File: config.mk
export PLATFORM = sky130hd
export DESIGN_NAME = tdm_serial_port
export DESIGN_NICKNAME = d
export VERILOG_FILES = /design/src/rtl/tdm_pkg.sv /design/src/rtl/tdm_edge_sync.sv /design/src/rtl/tdm_frame_ctrl.sv /design/src/rtl/tdm_tx_serializer.sv /design/src/rtl/tdm_rx_deserializer.sv /design/src/rtl/tdm_serial_port.sv
export SDC_FILE = /design/constraint.sdc
export NUM_CORES = 1
export LEC_CHECK = 0
export BUFFER_PORTS_ARGS = -buffer_cell sky130_fd_sc_hd__buf_2
export CAP_MARGIN = 40
export CORE_UTILIZATION = 35
export CTS_CLUSTER_DIAMETER = 100
export DETAILED_ROUTE_END_ITERATION = 8
export SLEW_MARGIN = 30
export SYNTH_ARGS = -nofsm -noshare
export SYNTH_HDL_FRONTEND = slang
export SYNTH_SLANG_ARGS = --single-unit
File: constraint.sdc
create_clock -name clk -period 8.2 [get_ports clk]
set_input_delay 1.64 -clock clk [delete_from_list [all_inputs] [get_ports clk]]
set_output_delay 1.64 -clock clk [all_outputs]
set_load 0.005 [all_outputs]
File: src/rtl/tdm_pkg.sv
package tdm_pkg;

    // Sample length code, read at frame start
    typedef enum logic [1:0] {
        LEN_16 = 2'b00,
        LEN_18 = 2'b01,
        LEN_20 = 2'b10,
        LEN_24 = 2'b11
    } len_code_e;

    // Bit-clock events seen in the system clock domain
    typedef struct packed {
        logic rise;      // rising bit-clock edge this cycle
        logic fall;      // falling bit-clock edge this cycle
        logic fs_start;  // rising edge that sees a new frame sync
        logic data;      // serial input sampled with the bit clock
    } sclk_evt_t;

    function automatic int unsigned len_bits(input len_code_e code);
        case (code)
            LEN_16:  return 16;
            LEN_18:  return 18;
            LEN_20:  return 20;
            default: return 24;
        endcase
    endfunction

endpackage

File: src/rtl/tdm_edge_sync.sv
module tdm_edge_sync
    import tdm_pkg::*;
(
    input  logic      clk,
    input  logic      rst,
    input  logic      sclk_i,
    input  logic      fs_i,
    input  logic      sdin_i,
    output sclk_evt_t evt_o
);

    logic sclk_q;
    logic sclk_q2;
    logic fs_q;
    logic fs_prev;
    logic sdin_q;
    logic rise_w;

    assign rise_w = sclk_q & ~sclk_q2;

    always_ff @(posedge clk) begin
        if (rst) begin
            sclk_q  <= 1'b0;
            sclk_q2 <= 1'b0;
            fs_q    <= 1'b0;
            fs_prev <= 1'b0;
            sdin_q  <= 1'b0;
        end else begin
            sclk_q  <= sclk_i;
            sclk_q2 <= sclk_q;
            fs_q    <= fs_i;
            sdin_q  <= sdin_i;
            if (rise_w) begin
                fs_prev <= fs_q;
            end
        end
    end

    assign evt_o.rise     = rise_w;
    assign evt_o.fall     = ~sclk_q & sclk_q2;
    assign evt_o.fs_start = rise_w & fs_q & ~fs_prev;
    assign evt_o.data     = sdin_q;

    AST_START_ON_RISE: assert property (@(posedge clk) disable iff (rst)
        evt_o.fs_start |-> evt_o.rise && !evt_o.fall) else $error("start off edge");

endmodule

File: src/rtl/tdm_frame_ctrl.sv
module tdm_frame_ctrl
    import tdm_pkg::*;
#(
    parameter int NUM_SLOTS = 8,
    parameter int SLOT_BITS = 32
) (
    input  logic                                        clk,
    input  logic                                        rst,
    input  sclk_evt_t                                   evt_i,
    input  len_code_e                                   len_sel_i,
    output logic [$clog2(NUM_SLOTS*SLOT_BITS)-1:0]      cnt_o,
    output logic                                        locked_o,
    output len_code_e                                   len_o,
    output logic                                        frame_err_o
);

    localparam int CNT_W = $clog2(NUM_SLOTS * SLOT_BITS);
    localparam logic [CNT_W-1:0] CNT_LAST = CNT_W'(NUM_SLOTS * SLOT_BITS - 1);

    logic [CNT_W-1:0] cnt_q;
    logic             locked_q;
    len_code_e        len_q;
    logic             err_q;

    always_ff @(posedge clk) begin
        if (rst) begin
            cnt_q    <= '0;
            locked_q <= 1'b0;
            len_q    <= LEN_16;
            err_q    <= 1'b0;
        end else if (evt_i.rise) begin
            if (evt_i.fs_start) begin
                cnt_q    <= '0;
                locked_q <= 1'b1;
                len_q    <= len_sel_i;
                if (locked_q && (cnt_q != CNT_LAST)) begin
                    err_q <= 1'b1;
                end
            end else if (locked_q) begin
                cnt_q <= cnt_q + 1'b1;
            end
        end
    end

    assign cnt_o       = cnt_q;
    assign locked_o    = locked_q;
    assign len_o       = len_q;
    assign frame_err_o = err_q;

    AST_LEN_LATCHED: assert property (@(posedge clk) disable iff (rst)
        !evt_i.fs_start |=> $stable(len_q)) else $error("length moved mid-frame");
    AST_ERR_STICKY: assert property (@(posedge clk) disable iff (rst)
        err_q |=> err_q) else $error("error flag dropped");

endmodule

File: src/rtl/tdm_tx_serializer.sv
module tdm_tx_serializer
    import tdm_pkg::*;
#(
    parameter int NUM_SLOTS = 8,
    parameter int SLOT_BITS = 32,
    parameter int SAMPLE_W  = 24
) (
    input  logic                                   clk,
    input  logic                                   rst,
    input  sclk_evt_t                              evt_i,
    input  logic [$clog2(NUM_SLOTS*SLOT_BITS)-1:0] cnt_i,
    input  logic                                   locked_i,
    input  len_code_e                              len_q_i,
    input  len_code_e                              len_sel_i,
    input  logic [NUM_SLOTS-1:0][SAMPLE_W-1:0]     tx_samples_i,
    output logic                                   sdout_o
);

    localparam int CNT_W   = $clog2(NUM_SLOTS * SLOT_BITS);
    localparam int POS_W   = $clog2(SLOT_BITS);
    localparam int SLOT_IW = $clog2(NUM_SLOTS);
    localparam int BI_W    = $clog2(SAMPLE_W);

    logic [NUM_SLOTS-1:0][SAMPLE_W-1:0] hold_q;
    logic                               sdout_q;

    // Bit for a frame index: left-justified sample, zero padding
    function automatic logic pick_bit(
        input logic [NUM_SLOTS-1:0][SAMPLE_W-1:0] smp,
        input len_code_e                          code,
        input logic [CNT_W-1:0]                   idx
    );
        logic [SLOT_IW-1:0] slot;
        logic [POS_W-1:0]   pos;
        int unsigned        l;
        logic [BI_W-1:0]    bi;
        slot = idx[CNT_W-1:POS_W];
        pos  = idx[POS_W-1:0];
        l    = len_bits(code);
        bi   = BI_W'(l - 32'(pos) - 32'd1);
        if (32'(pos) < l) begin
            return smp[slot][bi];
        end
        return 1'b0;
    endfunction

    always_ff @(posedge clk) begin
        if (rst) begin
            hold_q  <= '0;
            sdout_q <= 1'b0;
        end else if (evt_i.fs_start) begin
            hold_q  <= tx_samples_i;
            sdout_q <= pick_bit(tx_samples_i, len_sel_i, '0);
        end else if (evt_i.fall && locked_i) begin
            sdout_q <= pick_bit(hold_q, len_q_i, cnt_i);
        end
    end

    assign sdout_o = sdout_q;

    AST_TX_QUIET: assert property (@(posedge clk) disable iff (rst)
        !(evt_i.rise || evt_i.fall) |=> $stable(sdout_q)) else $error("sdout moved off edge");
    AST_TX_HELD: assert property (@(posedge clk) disable iff (rst)
        !evt_i.fs_start |=> $stable(hold_q)) else $error("tx samples moved mid-frame");

endmodule

File: src/rtl/tdm_rx_deserializer.sv
module tdm_rx_deserializer
    import tdm_pkg::*;
#(
    parameter int NUM_SLOTS = 8,
    parameter int SLOT_BITS = 32,
    parameter int SAMPLE_W  = 24
) (
    input  logic                                   clk,
    input  logic                                   rst,
    input  sclk_evt_t                              evt_i,
    input  logic [$clog2(NUM_SLOTS*SLOT_BITS)-1:0] cnt_i,
    input  logic                                   locked_i,
    input  len_code_e                              len_q_i,
    output logic [NUM_SLOTS-1:0][SAMPLE_W-1:0]     rx_samples_o,
    output logic                                   rx_valid_o
);

    localparam int CNT_W   = $clog2(NUM_SLOTS * SLOT_BITS);
    localparam int POS_W   = $clog2(SLOT_BITS);
    localparam int SLOT_IW = $clog2(NUM_SLOTS);
    localparam int BI_W    = $clog2(SAMPLE_W);
    localparam logic [CNT_W-1:0] CNT_LAST = CNT_W'(NUM_SLOTS * SLOT_BITS - 1);

    logic [SLOT_IW-1:0]                 slot_w;
    logic [POS_W-1:0]                   pos_w;
    int unsigned                        len_w;
    logic [NUM_SLOTS-1:0][SAMPLE_W-1:0] sext_w;
    logic [NUM_SLOTS-1:0][SAMPLE_W-1:0] rx_q;
    logic                               valid_q;

    assign slot_w = cnt_i[CNT_W-1:POS_W];
    assign pos_w  = cnt_i[POS_W-1:0];
    assign len_w  = len_bits(len_q_i);

    function automatic logic [SAMPLE_W-1:0] sign_ext(
        input logic [SAMPLE_W-1:0] v,
        input int unsigned         l
    );
        logic [SAMPLE_W-1:0] r;
        logic                sb;
        sb = v[BI_W'(l - 32'd1)];
        for (int b = 0; b < SAMPLE_W; b++) begin
            r[b] = (32'(b) < l) ? v[b] : sb;
        end
        return r;
    endfunction

    for (genvar s = 0; s < NUM_SLOTS; s++) begin : g_slot
        logic [SAMPLE_W-1:0] acc_q;
        always_ff @(posedge clk) begin
            if (rst) begin
                acc_q <= '0;
            end else if (evt_i.rise && (slot_w == SLOT_IW'(s))) begin
                if (pos_w == '0) begin
                    acc_q <= SAMPLE_W'(evt_i.data);
                end else if (32'(pos_w) < len_w) begin
                    acc_q <= {acc_q[SAMPLE_W-2:0], evt_i.data};
                end
            end
        end
        assign sext_w[s] = sign_ext(acc_q, len_w);
    end

    always_ff @(posedge clk) begin
        if (rst) begin
            rx_q    <= '0;
            valid_q <= 1'b0;
        end else begin
            valid_q <= 1'b0;
            if (evt_i.rise && locked_i && (cnt_i == CNT_LAST)) begin
                rx_q    <= sext_w;
                valid_q <= 1'b1;
            end
        end
    end

    assign rx_samples_o = rx_q;
    assign rx_valid_o   = valid_q;

    AST_VALID_PULSE: assert property (@(posedge clk) disable iff (rst)
        valid_q |=> !valid_q) else $error("valid wider than one cycle");

endmodule

File: src/rtl/tdm_serial_port.sv
module tdm_serial_port
    import tdm_pkg::*;
#(
    parameter int NUM_SLOTS = 8,
    parameter int SLOT_BITS = 32,
    parameter int SAMPLE_W  = 24
) (
    input  logic                          clk,
    input  logic                          rst,
    input  logic                          sclk_i,
    input  logic                          fs_i,
    input  logic                          sdin_i,
    output logic                          sdout_o,
    input  logic [1:0]                    len_sel_i,
    input  logic [NUM_SLOTS*SAMPLE_W-1:0] tx_samples_i,
    output logic [NUM_SLOTS*SAMPLE_W-1:0] rx_samples_o,
    output logic                          rx_valid_o,
    output logic                          frame_err_o
);

    localparam int CNT_W = $clog2(NUM_SLOTS * SLOT_BITS);
    localparam logic [CNT_W-1:0] CNT_LAST = CNT_W'(NUM_SLOTS * SLOT_BITS - 1);

    sclk_evt_t                          evt;
    logic [CNT_W-1:0]                   bit_cnt;
    logic                               locked;
    len_code_e                          len_q;
    len_code_e                          len_sel;
    logic [NUM_SLOTS-1:0][SAMPLE_W-1:0] tx_arr;
    logic [NUM_SLOTS-1:0][SAMPLE_W-1:0] rx_arr;

    assign len_sel      = len_code_e'(len_sel_i);
    assign tx_arr       = tx_samples_i;
    assign rx_samples_o = rx_arr;

    tdm_edge_sync i_edge (
        .clk    (clk),
        .rst    (rst),
        .sclk_i (sclk_i),
        .fs_i   (fs_i),
        .sdin_i (sdin_i),
        .evt_o  (evt)
    );

    tdm_frame_ctrl #(.NUM_SLOTS(NUM_SLOTS), .SLOT_BITS(SLOT_BITS)) i_frame (
        .clk         (clk),
        .rst         (rst),
        .evt_i       (evt),
        .len_sel_i   (len_sel),
        .cnt_o       (bit_cnt),
        .locked_o    (locked),
        .len_o       (len_q),
        .frame_err_o (frame_err_o)
    );

    tdm_tx_serializer #(.NUM_SLOTS(NUM_SLOTS), .SLOT_BITS(SLOT_BITS), .SAMPLE_W(SAMPLE_W)) i_tx (
        .clk          (clk),
        .rst          (rst),
        .evt_i        (evt),
        .cnt_i        (bit_cnt),
        .locked_i     (locked),
        .len_q_i      (len_q),
        .len_sel_i    (len_sel),
        .tx_samples_i (tx_arr),
        .sdout_o      (sdout_o)
    );

    tdm_rx_deserializer #(.NUM_SLOTS(NUM_SLOTS), .SLOT_BITS(SLOT_BITS), .SAMPLE_W(SAMPLE_W)) i_rx (
        .clk          (clk),
        .rst          (rst),
        .evt_i        (evt),
        .cnt_i        (bit_cnt),
        .locked_i     (locked),
        .len_q_i      (len_q),
        .rx_samples_o (rx_arr),
        .rx_valid_o   (rx_valid_o)
    );

    AST_VALID_AT_LAST: assert property (@(posedge clk) disable iff (rst)
        rx_valid_o |-> $past(bit_cnt) == CNT_LAST) else $error("publish off frame end");
    AST_RX_HELD: assert property (@(posedge clk) disable iff (rst)
        !rx_valid_o |-> $stable(rx_samples_o)) else $error("rx data moved without strobe");
    AST_NO_PUBLISH_UNLOCKED: assert property (@(posedge clk) disable iff (rst)
        rx_valid_o |-> locked) else $error("publish before lock");

endmodule

==> metrics.csv <==
metric;value;unit
die extent in y;263;um
die span in x;263;um
Min-Delay Path Class;flop to flop;
Peak VDD IR;0.000162;V
Synth cell types;55;
grt ovf;0;
clk_lat worst skew;600;ps
Clk pin slew, worst setup/hold paths;60;ps
DR DRC count;0;
Final min period;3530;ps
syn avg cell area;8.27;um2
CTS root buffer;clkbuf_16;
setup TNS;0;ps
fillers;6881;
Slew Limit Fails;0;
CTS Hold Bufs;0;
Post-Syn Area;0.0239;mm2
Storage cell area;0.0119;mm2
fin area;0.0288;mm2
Fmax achieved;283;MHz
post-synthesis register bit count;595;
status;finished, final reports clean;
area of the multi-input gates;0.0110;mm2
vias in the first global route;19700;
commonest non-fill, non-tap cell in the layout;nand2_1;
post-layout util;42.7;%
final WL;72800;um
Final Cycle Share;43.1;%
first-pass GRT wire length;113000;um
post-synthesis net count;3100;
CP startpoint kind;flop;
cell taking the most area after synthesis;dfxtp_1;
maximum clock path buffer count;3;
P per Cell Area;216;mW/mm2
CP delay by family, top;buffers and inverters;
Seq/Total Area, Yosys;49.9;%
overall power;6220;uW
Die ar.;0.0692;mm2
Num CTS Buffers;69;
CP Buf/Inv Count;3;
Final Skew;22.4;ps
kind of critical path;flop to flop;
WL per Instance;17.9;um
Crit path required time;8720;ps
First-pass DRT Iterations;5;
routed vias;21000;
WP data arrival;4050;ps
prevailing post-synth register cell;dfxtp_1;
leakage;0.0103;uW
Core ar.;0.0673;mm2
asr flop ratio synth;0;%
routability cong.;0.778;
GRT Util Overall;20.4;%
CP Cell Sequence;buf_4 -> inv_1 -> or4_1 -> nor2_4 -> buf_12 -> o211ai_1 -> a21oi_1;
largest net degree at the start of global routing;198;
H-tree levels;3;
unrepaired setup endpoints after global routing;false;
initial antenna violation count;3;
I/O Buffers;393;
CTS sink cnt;595;
final hold violation count;0;
post-DP HPWL;47400;um
top cells by area, synth;dfxtp_1 (50%), nand2_1 (14%), a21oi_1 (12%);
Yosys top cell area share;49.9;%
Critical Path Fanout Max;166;
Total Nets Final;3357;
maximum capacitance violations;0;
count of warnings emitted by yosys;0;
layout cells sized above 1;20.2;%
placed standard-cell area;0.0264;mm2
CTS tree;built;
io pins;394;
post-CTS setup buffer count;0;
CP max stage delay;720;ps
1st-iter DRT viols;1572;
Mapped Cells;2884;
Via density;5.17;
most frequent cells in the layout;nand2_1 (902), dfxtp_1 (593), a21oi_1 (575), buf_2 (392), nand3_1 (188);
Row Count;95;
setup violators final;0;
CP endpoint kind;flop;
relative slew slack;31.8;%
Area Overhead vs Synth;20.5;%
Slew @ Worst Pin;1020;ps
Resized cells post-CTS;0;
number of synthesized flops with an enable pin;0;
Starting Density;35.5;%
CP max-delay cell;or4_1;
Routed Antenna Nets;0;
cells in the mapped netlist, drive strengths merged, types with 5 or more instances:
| cell | count |
|---|---|
| a211oi | 53 |
| a21oi | 575 |
| a22oi | 7 |
| a31oi | 8 |
| buf | 74 |
| clkbuf | 174 |
| dfxtp | 595 |
| ha | 16 |
| inv | 12 |
| mux2 | 7 |
| mux2i | 12 |
| mux4 | 74 |
| nand2 | 903 |
| nand2b | 5 |
| nand3 | 188 |
| nand4 | 7 |
| nor2 | 74 |
| nor2b | 13 |
| nor4 | 9 |
| o211ai | 15 |
| o21ai | 12 |
| or4 | 5 |
| xnor2 | 6 |
layer usage:
layer / GRT usage [%] / up-vias / routed length [um]
li1: - / 10300 / -
met1: 27.2 / 9988 / 32700
met2: 32.9 / 595 / 33600
met3: 4.16 / 111 / 4860
met4: 6.40 / 2 / 1700
met5: 0 / - / 11
path summary, 6_finish.rpt:
check	depth (start not counted)	start	to	slack, ps
max	7	i_frame.cnt_o[7]	i_rx.rx_samples_o[70]	4670
min	2	i_rx.rx_samples_o[33]	i_rx.rx_samples_o[33]	450
max reg2reg	7	i_frame.cnt_o[7]	i_rx.rx_samples_o[70]	4670
min reg2reg	2	i_rx.rx_samples_o[33]	i_rx.rx_samples_o[33]	450
worst register-to-register path, delay by kind of cell (launching register included):
| family | cells | cell delay (ps) |
|---|---|---|
| flip-flops | 1 | 300 |
| buffers and inverters | 3 | 1320 |
| AND/OR/NAND/NOR | 2 | 1280 |
| AO/OA/AOI/OAI | 2 | 590 |
through the flow:
step	worst slack, ps	instances	hold slack (ps)
floorplan	4980	2884	432
global placement	4150	3928	438
detailed placement	4100	3937	443
CTS	4070	4055	451
global route	4350	4061	464
finish	4670	4062	448
layout make-up:
cell class              instances  share of cell area [%]
well taps                     873                    3.80
clock buffers                  96                    6.99
flip-flops and latches        595                    41.4
multi-input cells            2027                    38.2
inverters                      14                   0.183
diodes                          1                 0.00870
repair buffers                434                    8.46
clock inverters                22                   0.905
cell families after synthesis:
| logic type | synth area share (%) |
|---|---|
| buffers and inverters | 4.51 |
| and+or+nand+nor | 21.1 |
| xor gates and xnor gates | 0.294 |
| AOI/OAI and AO/OA | 15.5 |
| adders and majority gates | 0.923 |
| muxes | 7.82 |
| DFF | 49.9 |
where the power goes:
group	total (uW)	switching (uW)	internal [uW]	leakage, uW
Clock	3090	1250	1840	0.00111
Sequential	2920	12.7	2910	0.00480
Combinational	209	134	74.7	0.00436
Total	6220	1390	4830	0.0103
flip-flops by register name, summed over array words and instances, names as in the netlist, 2 cells and up:
name and count:
i_rx.rx_samples_o 192, i_frame.len_o 2, i_tx.hold_q 192, i_frame.cnt_o 8, i_rx.g_slot.acc_q 192
(Power assumes the default switching activity.)
